===== config.mk =====
export PLATFORM = sky130hd
export DESIGN_NAME = split_cycle_counter
export DESIGN_NICKNAME = d
export VERILOG_FILES = /design/src/rtl/ctr_pkg.sv /design/src/rtl/ctr_counter.sv /design/src/rtl/ctr_tracker.sv /design/src/rtl/ctr_regport.sv /design/src/rtl/split_cycle_counter.sv
export SDC_FILE = /design/constraint.sdc
export NUM_CORES = 1
export LEC_CHECK = 0
export BUFFER_PORTS_ARGS = -buffer_cell sky130_fd_sc_hd__buf_2
export CAP_MARGIN = 20
export CORE_MARGIN = 2
export CORE_UTILIZATION = 60
export DETAILED_ROUTE_END_ITERATION = 10
export GPL_TIMING_DRIVEN = 0
export PLACE_DENSITY = 0.87
export SLEW_MARGIN = 10
export SYNTH_ARGS = -nofsm -noshare
export SYNTH_HDL_FRONTEND = slang
export SYNTH_SLANG_ARGS = --single-unit

===== constraint.sdc =====
create_clock -name clk -period 3.5 [get_ports clk]
set_input_delay 1.05 -clock clk [delete_from_list [all_inputs] [get_ports clk]]
set_output_delay 1.05 -clock clk [all_outputs]
set_load 0.02 [all_outputs]

===== src/rtl/ctr_pkg.sv =====
package ctr_pkg;
   typedef enum logic [1:0] {
      TRK_IDLE    = 2'd0,
      TRK_ARMED   = 2'd1,
      TRK_TAINTED = 2'd2,
      TRK_VALID   = 2'd3
   } trk_state_e;
endpackage


===== src/rtl/ctr_counter.sv =====
module ctr_counter #(
   parameter int HALF_W = 32
) (
   input  logic              clk,
   input  logic              rst_n,
   input  logic              en,
   output logic [HALF_W-1:0] cnt_lo,
   output logic [HALF_W-1:0] cnt_hi
);
   logic lo_full;
   assign lo_full = &cnt_lo;

   always_ff @(posedge clk) begin
      if (!rst_n) begin
         cnt_lo <= '0;
         cnt_hi <= '0;
      end else if (en) begin
         cnt_lo <= cnt_lo + 1'b1;
         if (lo_full) cnt_hi <= cnt_hi + 1'b1;
      end
   end

   // a full low half rolls to zero and carries into the high half
   a_r1_carry: assert property (@(posedge clk) disable iff (!rst_n)
      (en && lo_full) |=> (cnt_lo == '0) && (cnt_hi == $past(cnt_hi) + 1'b1));
endmodule


===== src/rtl/ctr_tracker.sv =====
module ctr_tracker
   import ctr_pkg::*;
#(
   parameter int HALF_W = 32
) (
   input  logic              clk,
   input  logic              rst_n,
   input  logic              lo_rd,
   input  logic              hi_rd,
   input  logic              exc,
   input  logic [HALF_W-1:0] hi_now,
   output logic              pair_ok
);
   trk_state_e        state, state_nx;
   logic [HALF_W-1:0] hi_snap;

   always_comb begin
      state_nx = state;
      if (lo_rd) begin
         state_nx = TRK_ARMED;
      end else if (hi_rd) begin
         if (state == TRK_ARMED && !exc && hi_now == hi_snap) state_nx = TRK_VALID;
         else                                                 state_nx = TRK_IDLE;
      end else if (state == TRK_ARMED && exc) begin
         state_nx = TRK_TAINTED;
      end
   end

   always_ff @(posedge clk) begin
      if (!rst_n) begin
         state   <= TRK_IDLE;
         hi_snap <= '0;
      end else begin
         state <= state_nx;
         if (lo_rd) hi_snap <= hi_now;
      end
   end

   assign pair_ok = (state == TRK_VALID);

   // an interrupt in the high-read cycle spoils the pair
   a_r6_exc_at_high: assert property (@(posedge clk) disable iff (!rst_n)
      (hi_rd && exc) |=> !pair_ok);
   // an interrupt while armed spoils the pair
   a_r6_exc_armed: assert property (@(posedge clk) disable iff (!rst_n)
      (state == TRK_ARMED && exc && !lo_rd && !hi_rd) |=> (state == TRK_TAINTED));
   // the high half moved since the low read
   a_r7_high_moved: assert property (@(posedge clk) disable iff (!rst_n)
      (hi_rd && hi_now != hi_snap) |=> !pair_ok);
   // a high read with no pending low read
   a_r8_orphan_high: assert property (@(posedge clk) disable iff (!rst_n)
      (hi_rd && state != TRK_ARMED) |=> !pair_ok);
   // a low read always clears the flag
   a_r9_low_clears: assert property (@(posedge clk) disable iff (!rst_n)
      lo_rd |=> !pair_ok);
endmodule


===== src/rtl/ctr_regport.sv =====
module ctr_regport #(
   parameter int          HALF_W    = 32,
   parameter int          DATA_W    = 32,
   parameter int          ADDR_W    = 12,
   parameter logic [11:0] CTRL_ADDR = 12'h103,
   parameter logic [11:0] LO_ADDR   = 12'h104,
   parameter logic [11:0] HI_ADDR   = 12'h105
) (
   input  logic              clk,
   input  logic              rst_n,
   input  logic [ADDR_W-1:0] bus_addr,
   input  logic              bus_rd,
   input  logic              bus_wr,
   input  logic [DATA_W-1:0] bus_wdata,
   input  logic [HALF_W-1:0] cnt_lo,
   input  logic [HALF_W-1:0] cnt_hi,
   input  logic              pair_ok,
   output logic [DATA_W-1:0] bus_rdata,
   output logic              count_en,
   output logic              lo_rd,
   output logic              hi_rd
);
   localparam int STATUS_BIT = DATA_W - 1;
   localparam int ENABLE_BIT = 0;

   logic              sel_ctrl, sel_lo, sel_hi;
   logic [DATA_W-1:0] lo_ext, hi_ext, ctrl_val, rd_mux;
   logic              unused_wdata_bits;

   assign sel_ctrl = (bus_addr == CTRL_ADDR[ADDR_W-1:0]);
   assign sel_lo   = (bus_addr == LO_ADDR[ADDR_W-1:0]);
   assign sel_hi   = (bus_addr == HI_ADDR[ADDR_W-1:0]);
   assign lo_rd    = bus_rd && sel_lo;
   assign hi_rd    = bus_rd && sel_hi;
   assign unused_wdata_bits = ^bus_wdata[DATA_W-1:1];

   generate
      if (HALF_W == DATA_W) begin : g_full_width
         assign lo_ext = cnt_lo;
         assign hi_ext = cnt_hi;
      end else begin : g_zero_ext
         assign lo_ext = {{(DATA_W-HALF_W){1'b0}}, cnt_lo};
         assign hi_ext = {{(DATA_W-HALF_W){1'b0}}, cnt_hi};
      end
   endgenerate

   always_comb begin
      ctrl_val             = '0;
      ctrl_val[ENABLE_BIT] = count_en;
      ctrl_val[STATUS_BIT] = pair_ok;
   end

   always_comb begin
      if (sel_ctrl)    rd_mux = ctrl_val;
      else if (sel_lo) rd_mux = lo_ext;
      else if (sel_hi) rd_mux = hi_ext;
      else             rd_mux = '0;
   end

   always_ff @(posedge clk) begin
      if (!rst_n) begin
         count_en  <= 1'b0;
         bus_rdata <= '0;
      end else begin
         if (bus_wr && sel_ctrl) count_en <= bus_wdata[ENABLE_BIT];
         if (bus_rd) bus_rdata <= rd_mux;
      end
   end

   // a control read returns the live enable in bit 0
   a_r3_ctrl_enable: assert property (@(posedge clk) disable iff (!rst_n)
      (bus_rd && sel_ctrl) |=> (bus_rdata[ENABLE_BIT] == $past(count_en)));
   // reads of unmapped addresses return zero
   a_r4_unmapped_zero: assert property (@(posedge clk) disable iff (!rst_n)
      (bus_rd && !sel_ctrl && !sel_lo && !sel_hi) |=> (bus_rdata == '0));
endmodule


===== src/rtl/split_cycle_counter.sv =====
module split_cycle_counter #(
   parameter int          HALF_W    = 32,
   parameter int          DATA_W    = 32,
   parameter int          ADDR_W    = 12,
   parameter logic [11:0] CTRL_ADDR = 12'h103,
   parameter logic [11:0] LO_ADDR   = 12'h104,
   parameter logic [11:0] HI_ADDR   = 12'h105
) (
   input  logic              clk,
   input  logic              rst_n,
   input  logic [ADDR_W-1:0] bus_addr,
   input  logic              bus_rd,
   input  logic              bus_wr,
   input  logic [DATA_W-1:0] bus_wdata,
   output logic [DATA_W-1:0] bus_rdata,
   input  logic              exc_pulse
);
   localparam int COUNT_W = 2 * HALF_W;

   generate
      if (HALF_W < 2 || HALF_W > DATA_W) begin : g_bad_half
         $error("HALF_W must lie between 2 and DATA_W");
      end
      if (DATA_W < 2) begin : g_bad_data
         $error("DATA_W must be at least 2");
      end
      if (ADDR_W < 1 || ADDR_W > 12) begin : g_bad_addr
         $error("ADDR_W must lie between 1 and 12");
      end
      if (CTRL_ADDR == LO_ADDR || CTRL_ADDR == HI_ADDR || LO_ADDR == HI_ADDR) begin : g_bad_map
         $error("register addresses must be distinct");
      end
   endgenerate

   logic              count_en, lo_rd, hi_rd, pair_ok;
   logic [HALF_W-1:0] cnt_lo, cnt_hi;
   logic [COUNT_W-1:0] cnt_full;

   assign cnt_full = {cnt_hi, cnt_lo};

   ctr_counter #(.HALF_W(HALF_W)) i_counter (
      .clk    (clk),
      .rst_n  (rst_n),
      .en     (count_en),
      .cnt_lo (cnt_lo),
      .cnt_hi (cnt_hi)
   );

   ctr_tracker #(.HALF_W(HALF_W)) i_tracker (
      .clk     (clk),
      .rst_n   (rst_n),
      .lo_rd   (lo_rd),
      .hi_rd   (hi_rd),
      .exc     (exc_pulse),
      .hi_now  (cnt_hi),
      .pair_ok (pair_ok)
   );

   ctr_regport #(
      .HALF_W(HALF_W), .DATA_W(DATA_W), .ADDR_W(ADDR_W),
      .CTRL_ADDR(CTRL_ADDR), .LO_ADDR(LO_ADDR), .HI_ADDR(HI_ADDR)
   ) i_regport (
      .clk       (clk),
      .rst_n     (rst_n),
      .bus_addr  (bus_addr),
      .bus_rd    (bus_rd),
      .bus_wr    (bus_wr),
      .bus_wdata (bus_wdata),
      .cnt_lo    (cnt_lo),
      .cnt_hi    (cnt_hi),
      .pair_ok   (pair_ok),
      .bus_rdata (bus_rdata),
      .count_en  (count_en),
      .lo_rd     (lo_rd),
      .hi_rd     (hi_rd)
   );

   // one step per enabled cycle, across the full width
   a_r1_step: assert property (@(posedge clk) disable iff (!rst_n)
      count_en |=> (cnt_full == $past(cnt_full) + 1'b1));
   // the count holds while disabled
   a_r2_hold: assert property (@(posedge clk) disable iff (!rst_n)
      !count_en |=> $stable(cnt_full));
endmodule


=== After elaboration in Yosys (flattened, before gate mapping) ===
Index checks and enable logic that the tools add are counted.

* Bitwise logic cells: 1
* Eq/ne operators: 6
* Add/subtract/negate cells: 2
* Reductions and logical operators: 11
* Muxes and demuxes: 7

{| class="wikitable"
|+ Operators by type and width
! operator !! count
|-
| $mux 32 || 3
|-
| $add 32x1->32 const B || 2
|-
| $eq 12x9->1 const B || 3
|-
| $reduce_and 33->1 || 1
|-
| $eq 32x32->1 || 1
|-
| $logic_and 1x1->1 || 6
|-
| $mux 2 || 3
|-
| $reduce_bool 3->1 || 1
|-
| $eq 2x1->1 const B || 1
|-
| $eq 2x2->1 const B || 1
|-
| $reduce_bool 2->1 || 1
|-
| $reduce_or 2->1 || 1
|-
| $logic_not 1->1 || 1
|-
| $mux 1 || 1
|-
| $not 1->1 || 1
|}

* Output and inout port bits: 32
* Bits in registers: 131

=== Logic depth before layout (Yosys ltp) ===
Gate-level depths: netlist (run 1).

* Word-level depth: 6
* Gate-level depth with buffers: 8
* Mapped depth without buffers: 6

=== Hierarchy ===
From an unflattened synthesis (run 1), not the netlist that was laid out.

* Cell total of the unflattened synthesis: 662
* Area total of the unflattened synthesis: 6,259.8 sq um

{| class="wikitable"
|+ By module, submodules not included
! module !! cells an instance !! area each (sq um) !! times used
|-
| ctr_counter || 342 || 2,949.1 || 1
|-
| ctr_tracker || 159 || 1,661.6 || 1
|-
| ctr_regport || 161 || 1,649.1 || 1
|}

=== Worst setup path before layout (run 1) ===
No wires, ideal clock.

* Path type: in2reg
* Start: input port bus_addr[10]
* End: register i_tracker.hi_snap[27]
* Slack: 966 ps
* Setup time: 70 ps
* Data required time: 3,430 ps
* Arrival: 2,464 ps
* Stages: 6
* Cell sequence: nor4_1 -> nand3_1 -> nor4_1 -> clkbuf_1 -> nand2_1 -> a21oi_1

* Word-level cells in the longest chain between the ends: 2

{| class="wikitable"
|+ RTL lines
! what !! line !! source
|-
| start: declaration || split_cycle_counter.sv:11 || <nowiki>input logic [ADDR_W-1:0] bus_addr,</nowiki>
|-
| $eq 12x9->1 || ctr_regport.sv:31 || <nowiki>assign sel_lo = (bus_addr == LO_ADDR[ADDR_W-1:0]);</nowiki>
|-
| $logic_and 1x1->1 || ctr_regport.sv:33 || <nowiki>assign lo_rd = bus_rd && sel_lo;</nowiki>
|-
| end signal: assignment || ctr_tracker.sv:35 || <nowiki>if (lo_rd) hi_snap <= hi_now;</nowiki>
|-
| end: declaration || ctr_tracker.sv:15 || <nowiki>logic [HALF_W-1:0] hi_snap;</nowiki>
|}

No other way between the ends.
A chain may end at the register's enable or synchronous reset.

=== Worst setup path after layout (run 1) ===
* Start: register i_counter.cnt_hi[0]
* End: register i_counter.cnt_hi[28]

* Word-level cells in the longest chain between the ends: 1

{| class="wikitable"
|+ RTL lines
! what !! line !! source
|-
| start: declaration || ctr_counter.sv:8 || <nowiki>output logic [HALF_W-1:0] cnt_hi</nowiki>
|-
| start signal: assignment || ctr_counter.sv:19 || <nowiki>if (lo_full) cnt_hi <= cnt_hi + 1'b1;</nowiki>
|-
| $add 32x1->32 || ctr_counter.sv:19 ||
|}

No other way between the ends.

==> results of run 1 <==
## sequential cells by signal (all words and copies together) (netlist names)
| register | flops |
|---|---|
| i_regport.count_en | 1 |
| i_tracker.state | 2 |
| i_regport.bus_rdata | 32 |
| i_counter.cnt_hi | 32 |
| i_tracker.hi_snap | 32 |
| i_counter.cnt_lo | 32 |
## report_power, final
| group | internal (mW) | switching, mW |
|---|---|---|
| clock network | 1.37 | 0.680 |
| registers | 1.49 | 0.000458 |
| logic | 0.0204 | 0.0501 |
## critical path: cells and delay by family, from the launching register on
family                     cells  cell delay (ns)
adders and majority gates      1             0.26
DFF                            1             0.51
buffers and inverters          1             0.31
and+or+nand+nor                4             1.39
AOI/OAI and AO/OA              1             0.17
## layout by cell type, fill, tap and decap left out, types with 2 or more instances in the layout
| cell type | netlist | routed |
|---|---|---|
| dfxtp_1 | 131 | 131 |
| nand2_1 | 119 | 119 |
| a21oi_1 | 65 | 65 |
| buf_2 | 6 | 54 |
| o21ai_0 | 53 | 53 |
| clkbuf_1 | 44 | 45 |
| xnor2_1 | 42 | 42 |
| nor2_1 | 36 | 36 |
| mux2i_1 | 34 | 34 |
| nand4_1 | 28 | 28 |
| nand3_1 | 24 | 24 |
| xor2_1 | 22 | 22 |
| or3_1 | 20 | 20 |
| clkbuf_16 | 0 | 16 |
| and3_1 | 14 | 14 |
| nor4_1 | 11 | 11 |
| or4_1 | 10 | 10 |
| and4_1 | 9 | 9 |
| o31ai_1 | 9 | 9 |
| nor3_1 | 8 | 8 |
| inv_1 | 7 | 7 |
| bufinv_16 | 0 | 7 |
| clkinv_2 | 0 | 3 |
| clkinv_4 | 0 | 3 |
| nand4_2 | 2 | 2 |
| ha_1 | 2 | 2 |
## logic make-up after synthesis
kind of cell | after synthesis | share of synthesized area
multiplexers | 35 | 0.0590
XOR/XNOR | 64 | 0.0940
flip-flops | 131 | 0.440
adder cells (fa/ha/maj) | 2 | 0.00420
AO/OA/AOI/OAI | 133 | 0.118
AND/OR/NAND/NOR | 290 | 0.245
buffers and inverters | 60 | 0.0397
## through the flow
stage | utilization | std cells
2_1_floorplan | - | 715
3_3_place_gp | 0.655 | 896
3_5_place_dp | 0.655 | 896
4_1_cts | 0.724 | 928
5_1_grt | 0.724 | 928
6_report | 0.724 | 928
## area by class of cell
| cell class | count | area [µm²] | share of cell area |
|---|---|---|---|
| Sequential cell | 131 | 2620 | 0.372 |
| Multi-Input combinational cell | 524 | 3100 | 0.440 |
| Tap cell | 133 | 166 | 0.0236 |
| Clock buffer | 18 | 418 | 0.0593 |
| Timing Repair Buffer | 48 | 240 | 0.0341 |
| Buffer | 52 | 206 | 0.0293 |
| Clock inverter | 14 | 259 | 0.0368 |
| Inverter | 8 | 30.0 | 0.00426 |
## per-layer routing
layer / share of wire / wire length (µm)
met4: 0.033 / 544
met5: 0 / 0
met1: 0.41 / 6750
met3: 0.059 / 970
met2: 0.50 / 8270
## worst paths after layout
kind | end | start
setup / recovery | i_counter.cnt_hi[28] | i_counter.cnt_hi[0]
hold / removal | i_regport.bus_rdata[17] | i_regport.bus_rdata[17]
setup reg to reg | i_counter.cnt_hi[28] | i_counter.cnt_hi[0]
hold reg to reg | i_regport.bus_rdata[17] | i_regport.bus_rdata[17]
==> flow_metrics.env, run 1 <==
export IMPL_status="finished, final reports clean"
export IMPL_arrival_ns=3.20
export IMPL_fp_dieW_um=104
export IMPL_synth_top_cell_by_area="dfxtp_1"
export IMPL_peakVddDrop_mv=0.465
export IMPL_yosysWarnings=0
export IMPL_path_class="reg -> reg"
export IMPL_start_util=0.613
export IMPL_ant_nets=0
export IMPL_die_h_um=104
export IMPL_leakage_nw=2.52
export IMPL_pre_cts_ws_ns=0.271
export IMPL_met1_usage=0.361
export IMPL_root_buffer="clkbuf_8"
export IMPL_synthTopCellsByCount="131 x dfxtp_1, 119 x nand2_1, 65 x a21oi_1, 53 x o21ai_0, 44 x clkbuf_1"
export IMPL_synthesis_area_mm2=0.00596
export IMPL_crit_chain="ha_1, nand2_1, nor3_1, nand3_1, clkbuf_1, or4_1, a21oi_1"
export IMPL_initialDrtViolationCount=503
export IMPL_post_synth_top_area_fraction=0.440
export IMPL_clock_skew_ns=0.00911
export IMPL_power_density_mw_per_mm2=513
export IMPL_max_stage_delay_ns=0.52
export IMPL_rsz0062_at_grt="no"
export IMPL_hold_violations=0
export IMPL_hold_buffers=0
export IMPL_dp_hpwl_mm=11.4
export IMPL_clock_sinks=131
export IMPL_cts_setup_buffers=0
export IMPL_netlist_instances=715
export IMPL_grt_usage=0.312
export IMPL_fin_tns_setup_ns=0
export IMPL_drive_gt1_frac=0.117
export IMPL_synth_flop_cell="dfxtp_1"
export IMPL_clkLatencyLatePin_ns=0.54
export IMPL_critPathLaunchType="register"
export IMPL_synth_edff_count=0
export IMPL_post_cts_resized=0
export IMPL_drtPass1Iterations=6
export IMPL_rows=36
export IMPL_worst_slew_pin_transition_ns=0.939
export IMPL_clk_pin_slew_worst_paths_ns=0.06
export IMPL_area_growth_pct=18.2
export IMPL_syn_avg_cell_area_um2=8.34
export IMPL_crit_slowest_cell="nor3_1"
export IMPL_totalWireLength_mm=16.5
export IMPL_ys_ff_latch=131
export IMPL_cap_violations=0
export IMPL_reg2reg_slack_ns=0.76
export IMPL_avgRoutedWirePerCell_um=17.8
export IMPL_holdCritPathClass="reg -> reg"
export IMPL_num_io_pins=81
export IMPL_slew_headroom=0.368
export IMPL_final_nets=833
export IMPL_antennaDiodeCount=0
export IMPL_grt_pass1_vias=5426
export IMPL_ys_seq_area_frac=0.440
export IMPL_synth_area_top_cells="dfxtp_1 44%, nand2_1 7.5%, xnor2_1 6.2%, mux2i_1 5.7%, a21oi_1 5.5%"
export IMPL_setup_viol_count_final=0
export IMPL_layout_setup_ws_ns=0.763
export IMPL_cts_tree="built"
export IMPL_cts_htree_levels=4
export IMPL_synth_most_common_cell="dfxtp_1"
export IMPL_antenna_found_initial=0
export IMPL_drcViolationCount=0
export IMPL_drv_slew=0
export IMPL_dieArea_mm2=0.0107
export IMPL_crit_path_max_fanout=10
export IMPL_busiest_layer="met2"
export IMPL_async_reset_ff_frac=0
export IMPL_syn_num_nets=766
export IMPL_p_total_mw=3.61
export IMPL_grt_util_met2=0.550
export IMPL_final_period_utilization=0.782
export IMPL_max_freq_ghz=0.365
export IMPL_synthDistinctLibCells=41
export IMPL_hold_slack_ns=0.457
export IMPL_globalRouteOverflowTotal=0
export IMPL_placed_cell_area_mm2=0.00637
export IMPL_stdcell_area_mm2=0.00705
export IMPL_port_buffers=48
export IMPL_place_congestion=0.932
export IMPL_via_per_inst=6.13
export IMPL_cp_end_kind="register"
export IMPL_vias=5691
export IMPL_grt_pass1_wl_mm=26.6
export IMPL_use_met3=0.0667
export IMPL_min_path_cells=2
export IMPL_grt_max_degree=17
export IMPL_cts_buffers=17
export IMPL_crit_required_ns=3.97
export IMPL_coreArea_mm2=0.00973
export IMPL_r2r_cells=7
export IMPL_fin_crit_ns=2.74
export IMPL_cts_buffer_depth=2
export IMPL_fillers=717
Power figures use the tool's default switching activity.
==> inputs of run 2 (changes only) <==
--- a/config.mk
+++ b/config.mk
@@ -8,10 +8,10 @@
 export BUFFER_PORTS_ARGS = -buffer_cell sky130_fd_sc_hd__buf_2
 export CAP_MARGIN = 20
 export CORE_MARGIN = 2
-export CORE_UTILIZATION = 60
+export CORE_UTILIZATION = 57
 export DETAILED_ROUTE_END_ITERATION = 10
 export GPL_TIMING_DRIVEN = 0
-export PLACE_DENSITY = 0.87
+export PLACE_DENSITY = 0.83
 export SLEW_MARGIN = 10
 export SYNTH_ARGS = -nofsm -noshare
 export SYNTH_HDL_FRONTEND = slang
==> constraint.sdc (replaced) <==
create_clock -name clk -period 2.7 [get_ports clk]
set_input_delay 0.81 -clock clk [delete_from_list [all_inputs] [get_ports clk]]
set_output_delay 0.81 -clock clk [all_outputs]
set_load 0.02 [all_outputs]
==> run 2 against run 1 <==
  * Clock-buffer cell count rose by 3
  * Clock power rose by 15%
  * Sequential cell count did not move
  * First-iteration DRC count fell by 13%
  * Setup slack got worse by 0.54 ns
  * Sequential power rose by 30%
==> flow_metrics.env, run 2 (synthesis gave the netlist of run 1 again) <==
export IMPL_p_comb_frac=0.021
export IMPL_drv_slew=0
export IMPL_power_density_mw_per_mm2=624
export IMPL_p_total_mw=4.38
export IMPL_cts_htree_levels=4
export IMPL_max_freq_ghz=0.404
export IMPL_regToRegEndpoint="i_counter.cnt_hi[28]"
export IMPL_totalWireLength_mm=16.5
export IMPL_crit_path_max_fanout=10
export IMPL_grt_max_degree=17
export IMPL_reg2reg_slack_ns=0.22
export IMPL_holdCritPathClass="reg -> reg"
export IMPL_peakVddDrop_mv=0.368
export IMPL_via_per_inst=6.12
export IMPL_rows=37
export IMPL_holdPathEnd="i_regport.bus_rdata[11]"
export IMPL_place_congestion=0.914
export IMPL_worst_slew_pin_transition_ns=0.751
export IMPL_min_path_cells=2
export IMPL_clkLatencyLatePin_ns=0.53
export IMPL_rr_startpoint="i_counter.cnt_lo[0]"
export IMPL_r2r_cells=7
export IMPL_pre_cts_ws_ns=-0.359
export IMPL_clock_skew_ns=0.00939
export IMPL_switchingPower_mw=0.935
export IMPL_multiInputGateArea_mm2=0.00311
export IMPL_port_buffers=48
export IMPL_cap_violations=0
export IMPL_dp_hpwl_mm=11.5
export IMPL_hold_buffers=0
export IMPL_layout_setup_ws_ns=0.222
export IMPL_area_growth_pct=17.7
export IMPL_final_nets=836
export IMPL_drcViolationCount=0
export IMPL_avgRoutedWirePerCell_um=17.7
export IMPL_antenna_found_initial=0
export IMPL_start_util=0.583
export IMPL_final_period_utilization=0.918
export IMPL_grt_pass1_wl_mm=27.1
export IMPL_cts_buffer_depth=2
export IMPL_arrival_ns=2.92
export IMPL_status="finished, final reports clean"
export IMPL_clock_sinks=131
export IMPL_drive_gt1_frac=0.124
export IMPL_final_common_cell="dfxtp_1"
export IMPL_initialDrtViolationCount=438
export IMPL_fin_crit_ns=2.48
export IMPL_fin_tns_setup_ns=0
export IMPL_crit_required_ns=3.14
export IMPL_slew_headroom=0.499
export IMPL_grt_usage=0.307
export IMPL_ant_nets=0
export IMPL_globalRouteOverflowTotal=0
export IMPL_cp_end_kind="register"
export IMPL_switching_share=0.213
export IMPL_fillers=787
export IMPL_root_buffer="clkbuf_8"
export IMPL_leakage_nw=2.51
export IMPL_hold_violations=0
export IMPL_path_class="reg -> reg"
export IMPL_num_io_pins=81
export IMPL_cts_tree="built"
export IMPL_most_common_layout_cells="131 x dfxtp_1, 119 x nand2_1, 65 x a21oi_1, 54 x buf_2, 53 x o21ai_0"
export IMPL_critPathLaunchType="register"
export IMPL_cts_buffers=17
export IMPL_drtPass1Iterations=5
export IMPL_coreArea_mm2=0.0102
export IMPL_setup_viol_count_final=0
export IMPL_clk_pin_slew_worst_paths_ns=0.06
export IMPL_vias=5715
export IMPL_antennaDiodeCount=0
export IMPL_hold_start="i_regport.bus_rdata[11]"
export IMPL_clockPowerShare=0.538
export IMPL_die_h_um=106
export IMPL_grt_pass1_vias=5583
export IMPL_dieArea_mm2=0.0113
export IMPL_rsz0062_at_grt="no"
export IMPL_fp_dieW_um=106
export IMPL_intPower_mw=3.45
export IMPL_pwr_share_seq=0.441
export IMPL_seq_area_mm2=0.00262
-- run 2: changes by cell type in the layout (fill, tap and decap cells not counted), sizes merged --
cell      change
bufinv        -4
inv           +2
clkbuf        +3
clkinvlp      +1
buf           +3
clkinv        -2
-- run 2: through the flow --
step	cells	hold WS, ns	cell area, µm²	util
CTS	931	0.460	6980	0.682
finish	934	0.457	7020	0.686
global route	934	0.484	7020	0.686
global placement	899	0.434	6370	0.623
detailed placement	899	0.446	6370	0.623
floorplan	715	0.443	5960	-
-- run 2: layout make-up --
type | count | share of cell area
buffer | 51 | 0.0289
clock inverter | 11 | 0.0214
clock buffer | 21 | 0.0655
inverter | 8 | 0.00428
tap | 136 | 0.0243
multi-input combinational | 524 | 0.444
timing repair buffer | 52 | 0.0382
sequential | 131 | 0.374
-- run 2: layer usage --
metal / track usage / part of all wire / vias up
li1: - / - / 2658
met5: 0 / 0 / -
met1: 0.366 / 0.40 / 2712
met2: 0.527 / 0.49 / 284
met4: 0.134 / 0.037 / 0
met3: 0.0699 / 0.073 / 61
-- run 2: what timing repair did --
action	CTS	global route
resized for setup	0	2
endpoints found under the setup margin	0	13
hold endpoints to repair	0	0
buffers inserted	0	3
-- run 2: how the worst max path moves through the flow --
| stage | slack [ns] | depth (start not counted) | from | end |
|---|---|---|---|---|
| CTS | 0.10 | 7 | bus_addr[10] | i_tracker.hi_snap[20] |
| global route | 0.03 | 7 | i_counter.cnt_lo[0] | i_counter.cnt_hi[28] |
| detailed placement | -0.36 | 7 | bus_addr[10] | i_tracker.hi_snap[20] |
| floorplan | 0.41 | 6 | bus_addr[10] | i_tracker.hi_snap[27] |
| global placement | -0.28 | 7 | bus_addr[10] | i_tracker.hi_snap[24] |
| finish | 0.22 | 7 | i_counter.cnt_lo[0] | i_counter.cnt_hi[28] |
-- run 2: worst max-delay path, cell delays in order (launching register included) --
cell	delay [ns]
dfxtp_1	0.41
ha_1	0.20
and3_1	0.25
and3_1	0.38
nand4_1	0.25
buf_2	0.25
or4_1	0.48
a21oi_1	0.17
-- run 2: power groups by stage --
stage | Sequential [mW] | Clock, mW | Combinational [mW]
finish | 1.93 | 2.35 | 0.0919
global route | 1.93 | 2.46 | 0.0984
CTS | 1.93 | 2.35 | 0.0895
detailed placement | 1.98 | 0 | 0.0882
global placement | 1.98 | 0 | 0.0853
floorplan | 1.98 | 0 | 0.0516
==> inputs of run 3 (changes only) <==
--- a/config.mk
+++ b/config.mk
@@ -8,11 +8,12 @@
 export BUFFER_PORTS_ARGS = -buffer_cell sky130_fd_sc_hd__buf_2
 export CAP_MARGIN = 20
 export CORE_MARGIN = 2
-export CORE_UTILIZATION = 57
+export CORE_UTILIZATION = 58
 export DETAILED_ROUTE_END_ITERATION = 10
 export GPL_TIMING_DRIVEN = 0
-export PLACE_DENSITY = 0.83
+export PLACE_DENSITY = 0.84
 export SLEW_MARGIN = 10
 export SYNTH_ARGS = -nofsm -noshare
 export SYNTH_HDL_FRONTEND = slang
+export SYNTH_HIERARCHICAL = 1
 export SYNTH_SLANG_ARGS = --single-unit
==> run 3 against run 2 <==
  * Synthesized area is 5.0% higher
  * Core utilization rose by 2.5 points
  * First-iteration DRC count up 34%
  * Via count fell by 6.4%
  * Maximum frequency decreased by 3.1%
  * Design area increased by 5.5%
  * Clock-buffer cell count is 2 lower
  * Critical path type unchanged
  * Combinational power is 11% higher
  * Clock power increased by 13%
  * Total power grew 7.1%
==> flow_metrics.env, run 3 <==
export IMPL_status="finished, final reports clean"
export IMPL_cts_htree_levels=4
export IMPL_crit_required_ns=3.15
export IMPL_drive_gt1_frac=0.195
export IMPL_syn_num_nets=713
export IMPL_drv_slew=0
export IMPL_cts_buffer_depth=2
export IMPL_leakage_nw=2.67
export IMPL_via_per_inst=6.07
export IMPL_setup_viol_count_final=0
export IMPL_stdcell_area_mm2=0.00740
export IMPL_synthDistinctLibCells=48
export IMPL_syn_avg_cell_area_um2=9.46
export IMPL_peakVddDrop_mv=0.349
export IMPL_cts_tree="built"
export IMPL_placed_cell_area_mm2=0.00667
export IMPL_grt_pass1_wl_mm=25.8
export IMPL_antenna_found_initial=0
export IMPL_synth_edff_count=0
export IMPL_rows=37
export IMPL_intPower_mw=3.77
export IMPL_post_synth_top_area_fraction=0.419
export IMPL_synth_area_top_cells="dfxtp_1 42%, mux2i_1 10%, xnor2_1 5.3%, o21ai_2 4.2%, xor2_1 3.6%"
export IMPL_clockPowerShare=0.566
export IMPL_pwr_share_seq=0.412
export IMPL_die_h_um=108
export IMPL_switchingPower_mw=0.917
export IMPL_clk_pin_slew_worst_paths_ns=0.06
export IMPL_layout_setup_ws_ns=0.143
export IMPL_clock_skew_ns=0.00643
export IMPL_synthesis_area_mm2=0.00626
export IMPL_async_reset_ff_frac=0
export IMPL_clkLatencyLatePin_ns=0.53
export IMPL_cts_buffers=17
export IMPL_pre_cts_ws_ns=-0.371
export IMPL_final_common_cell="dfxtp_1"
export IMPL_holdPathEnd="i_regport/bus_rdata[1]"
export IMPL_num_io_pins=81
export IMPL_hold_slack_ns=0.445
export IMPL_crit_chain="nand4_1, nor4_1, nand4_1, clkbuf_2, or3_1, a21oi_1"
export IMPL_start_util=0.601
export IMPL_final_nets=783
export IMPL_vias=5349
export IMPL_switching_share=0.196
export IMPL_min_path_cells=2
export IMPL_grt_pass1_vias=5299
export IMPL_hold_start="i_regport/bus_rdata[1]"
export IMPL_synthTopCellsByCount="131 x dfxtp_1, 65 x mux2i_1, 56 x nand2_1, 42 x nor2_1, 38 x xnor2_1"
export IMPL_antennaDiodeCount=0
export IMPL_dp_hpwl_mm=11.0
export IMPL_dieArea_mm2=0.0116
export IMPL_rsz0062_at_grt="no"
export IMPL_port_buffers=48
export IMPL_place_congestion=0.894
export IMPL_max_freq_ghz=0.391
export IMPL_cp_common_cell="nand4_1"
export IMPL_avgRoutedWirePerCell_um=18.6
export IMPL_cp_end_kind="register"
export IMPL_power_density_mw_per_mm2=634
export IMPL_netlist_instances=662
export IMPL_drcViolationCount=0
export IMPL_drtPass1Iterations=9
export IMPL_r2r_cells=6
export IMPL_arrival_ns=3.01
export IMPL_synth_most_common_cell="dfxtp_1"
export IMPL_most_common_layout_cells="130 x dfxtp_1, 65 x mux2i_1, 56 x nand2_1, 56 x buf_2, 42 x nor2_1"
export IMPL_globalRouteOverflowTotal=0
export IMPL_yosysWarnings=6
export IMPL_fillers=696
export IMPL_p_total_mw=4.69
export IMPL_final_period_utilization=0.947
export IMPL_rr_startpoint="i_counter/cnt_lo[24]"
export IMPL_slew_headroom=0.480
export IMPL_holdCritPathClass="reg -> reg"
export IMPL_grt_usage=0.289
export IMPL_synth_top_cell_by_area="dfxtp_1"
export IMPL_max_stage_delay_ns=0.50
export IMPL_critPathLaunchType="register"
export IMPL_ant_nets=0
export IMPL_ys_seq_area_frac=0.419
export IMPL_crit_path_max_fanout=10
export IMPL_area_growth_pct=18.2
export IMPL_totalWireLength_mm=16.4
export IMPL_synth_flop_cell="dfxtp_1"
export IMPL_p_comb_frac=0.022
export IMPL_cap_violations=0
export IMPL_path_class="reg -> reg"
export IMPL_reg2reg_slack_ns=0.14
export IMPL_coreArea_mm2=0.0104
export IMPL_fp_dieW_um=108
export IMPL_root_buffer="clkbuf_8"
export IMPL_initialDrtViolationCount=586
export IMPL_clock_sinks=131
export IMPL_hold_violations=0
export IMPL_ys_ff_latch=131
export IMPL_regToRegEndpoint="i_counter/cnt_hi[30]"
export IMPL_crit_slowest_cell="dfxtp_1"
export IMPL_fin_crit_ns=2.56
export IMPL_worst_slew_pin_transition_ns=0.774
export IMPL_grt_max_degree=17
export IMPL_cp_startpoint="i_counter/cnt_lo[24]"
==> run 3: cell types whose count changed after synthesis, sizes merged, moves of 4 or more <==
cell    delta
nand2     -63
nor2       +6
buf        +4
nor2b     +33
a21oi     -35
xnor2      -4
clkbuf    -27
and4       -7
xor2       +4
and3       -8
mux2i     +31
or4        +4
==> run 3: worst max path at each step <==
stage	depth (start not counted)	slack, ns	to
floorplan	7	0.07	i_tracker/state[0]
global placement	8	-0.25	i_tracker/state[0]
detailed placement	8	-0.37	i_tracker/state[1]
CTS	5	0.09	i_counter/cnt_lo[23]
global route	7	0.01	i_counter/cnt_hi[28]
finish	6	0.14	i_counter/cnt_hi[30]
==> run 3: area by class of cell <==
| class | count | area, µm² | area share |
|---|---|---|---|
| buffer | 29 | 150 | 0.0203 |
| clock buffer | 19 | 432 | 0.0583 |
| clock inverter | 13 | 255 | 0.0345 |
| inverter | 10 | 37.5 | 0.00507 |
| multi-input combinational | 492 | 3470 | 0.469 |
| sequential | 131 | 2620 | 0.354 |
| tap | 136 | 170 | 0.0230 |
| timing repair buffer | 51 | 263 | 0.0355 |
==> run 3: routing by layer <==
| layer | track usage | vias to the layer above | wire length [µm] |
|---|---|---|---|
| li1 | - | 2508 | - |
| met1 | 0.345 | 2552 | 6700 |
| met2 | 0.467 | 224 | 7830 |
| met3 | 0.0636 | 65 | 1020 |
| met4 | 0.184 | 0 | 855 |
| met5 | 0 | - | 0 |
==> run 3: cell families after synthesis <==
family,after synthesis,share of synthesized area
simple gates,261,0.247
flops,131,0.419
compound gates,98,0.104
mux,67,0.108
xor+xnor,64,0.0895
buf+inv,39,0.0298
fa+ha+maj,2,0.00400
==> run 3: power groups by stage <==
stage / Clock [mW] / Sequential [mW] / Combinational (mW)
floorplan: 0 / 1.98 / 0.0591
global placement: 0 / 1.98 / 0.0961
detailed placement: 0 / 1.98 / 0.0989
CTS: 2.67 / 1.93 / 0.100
global route: 2.77 / 1.93 / 0.108
finish: 2.66 / 1.93 / 0.102
==> run 3: what timing repair did <==
| item | in CTS | in global routing |
|---|---|---|
| endpoints found under the setup margin | 4 | 10 |
| hold buffers | 0 | 0 |
| pin swaps | 1 | 0 |
| resized for setup | 0 | 6 |
| setup buffers | 2 | 0 |
==> run 3: per-stage QoR <==
step                      cells  setup TNS, ns  utilization
after floorplan             662              0            -
after global placement      846          -1.02        0.640
after detailed placement    846          -3.13        0.640
after CTS                   880              0        0.708
after global routing        881              0        0.711
final                       881              0        0.711
==> run 3: worst max-delay path, delay by kind of cell (launching register included) <==
family                 cells  cell delay (ns)
AND/OR/NAND/NOR            4             1.50
buffers and inverters      1             0.31
flip-flops                 1             0.50
AO/OA/AOI/OAI              1             0.15
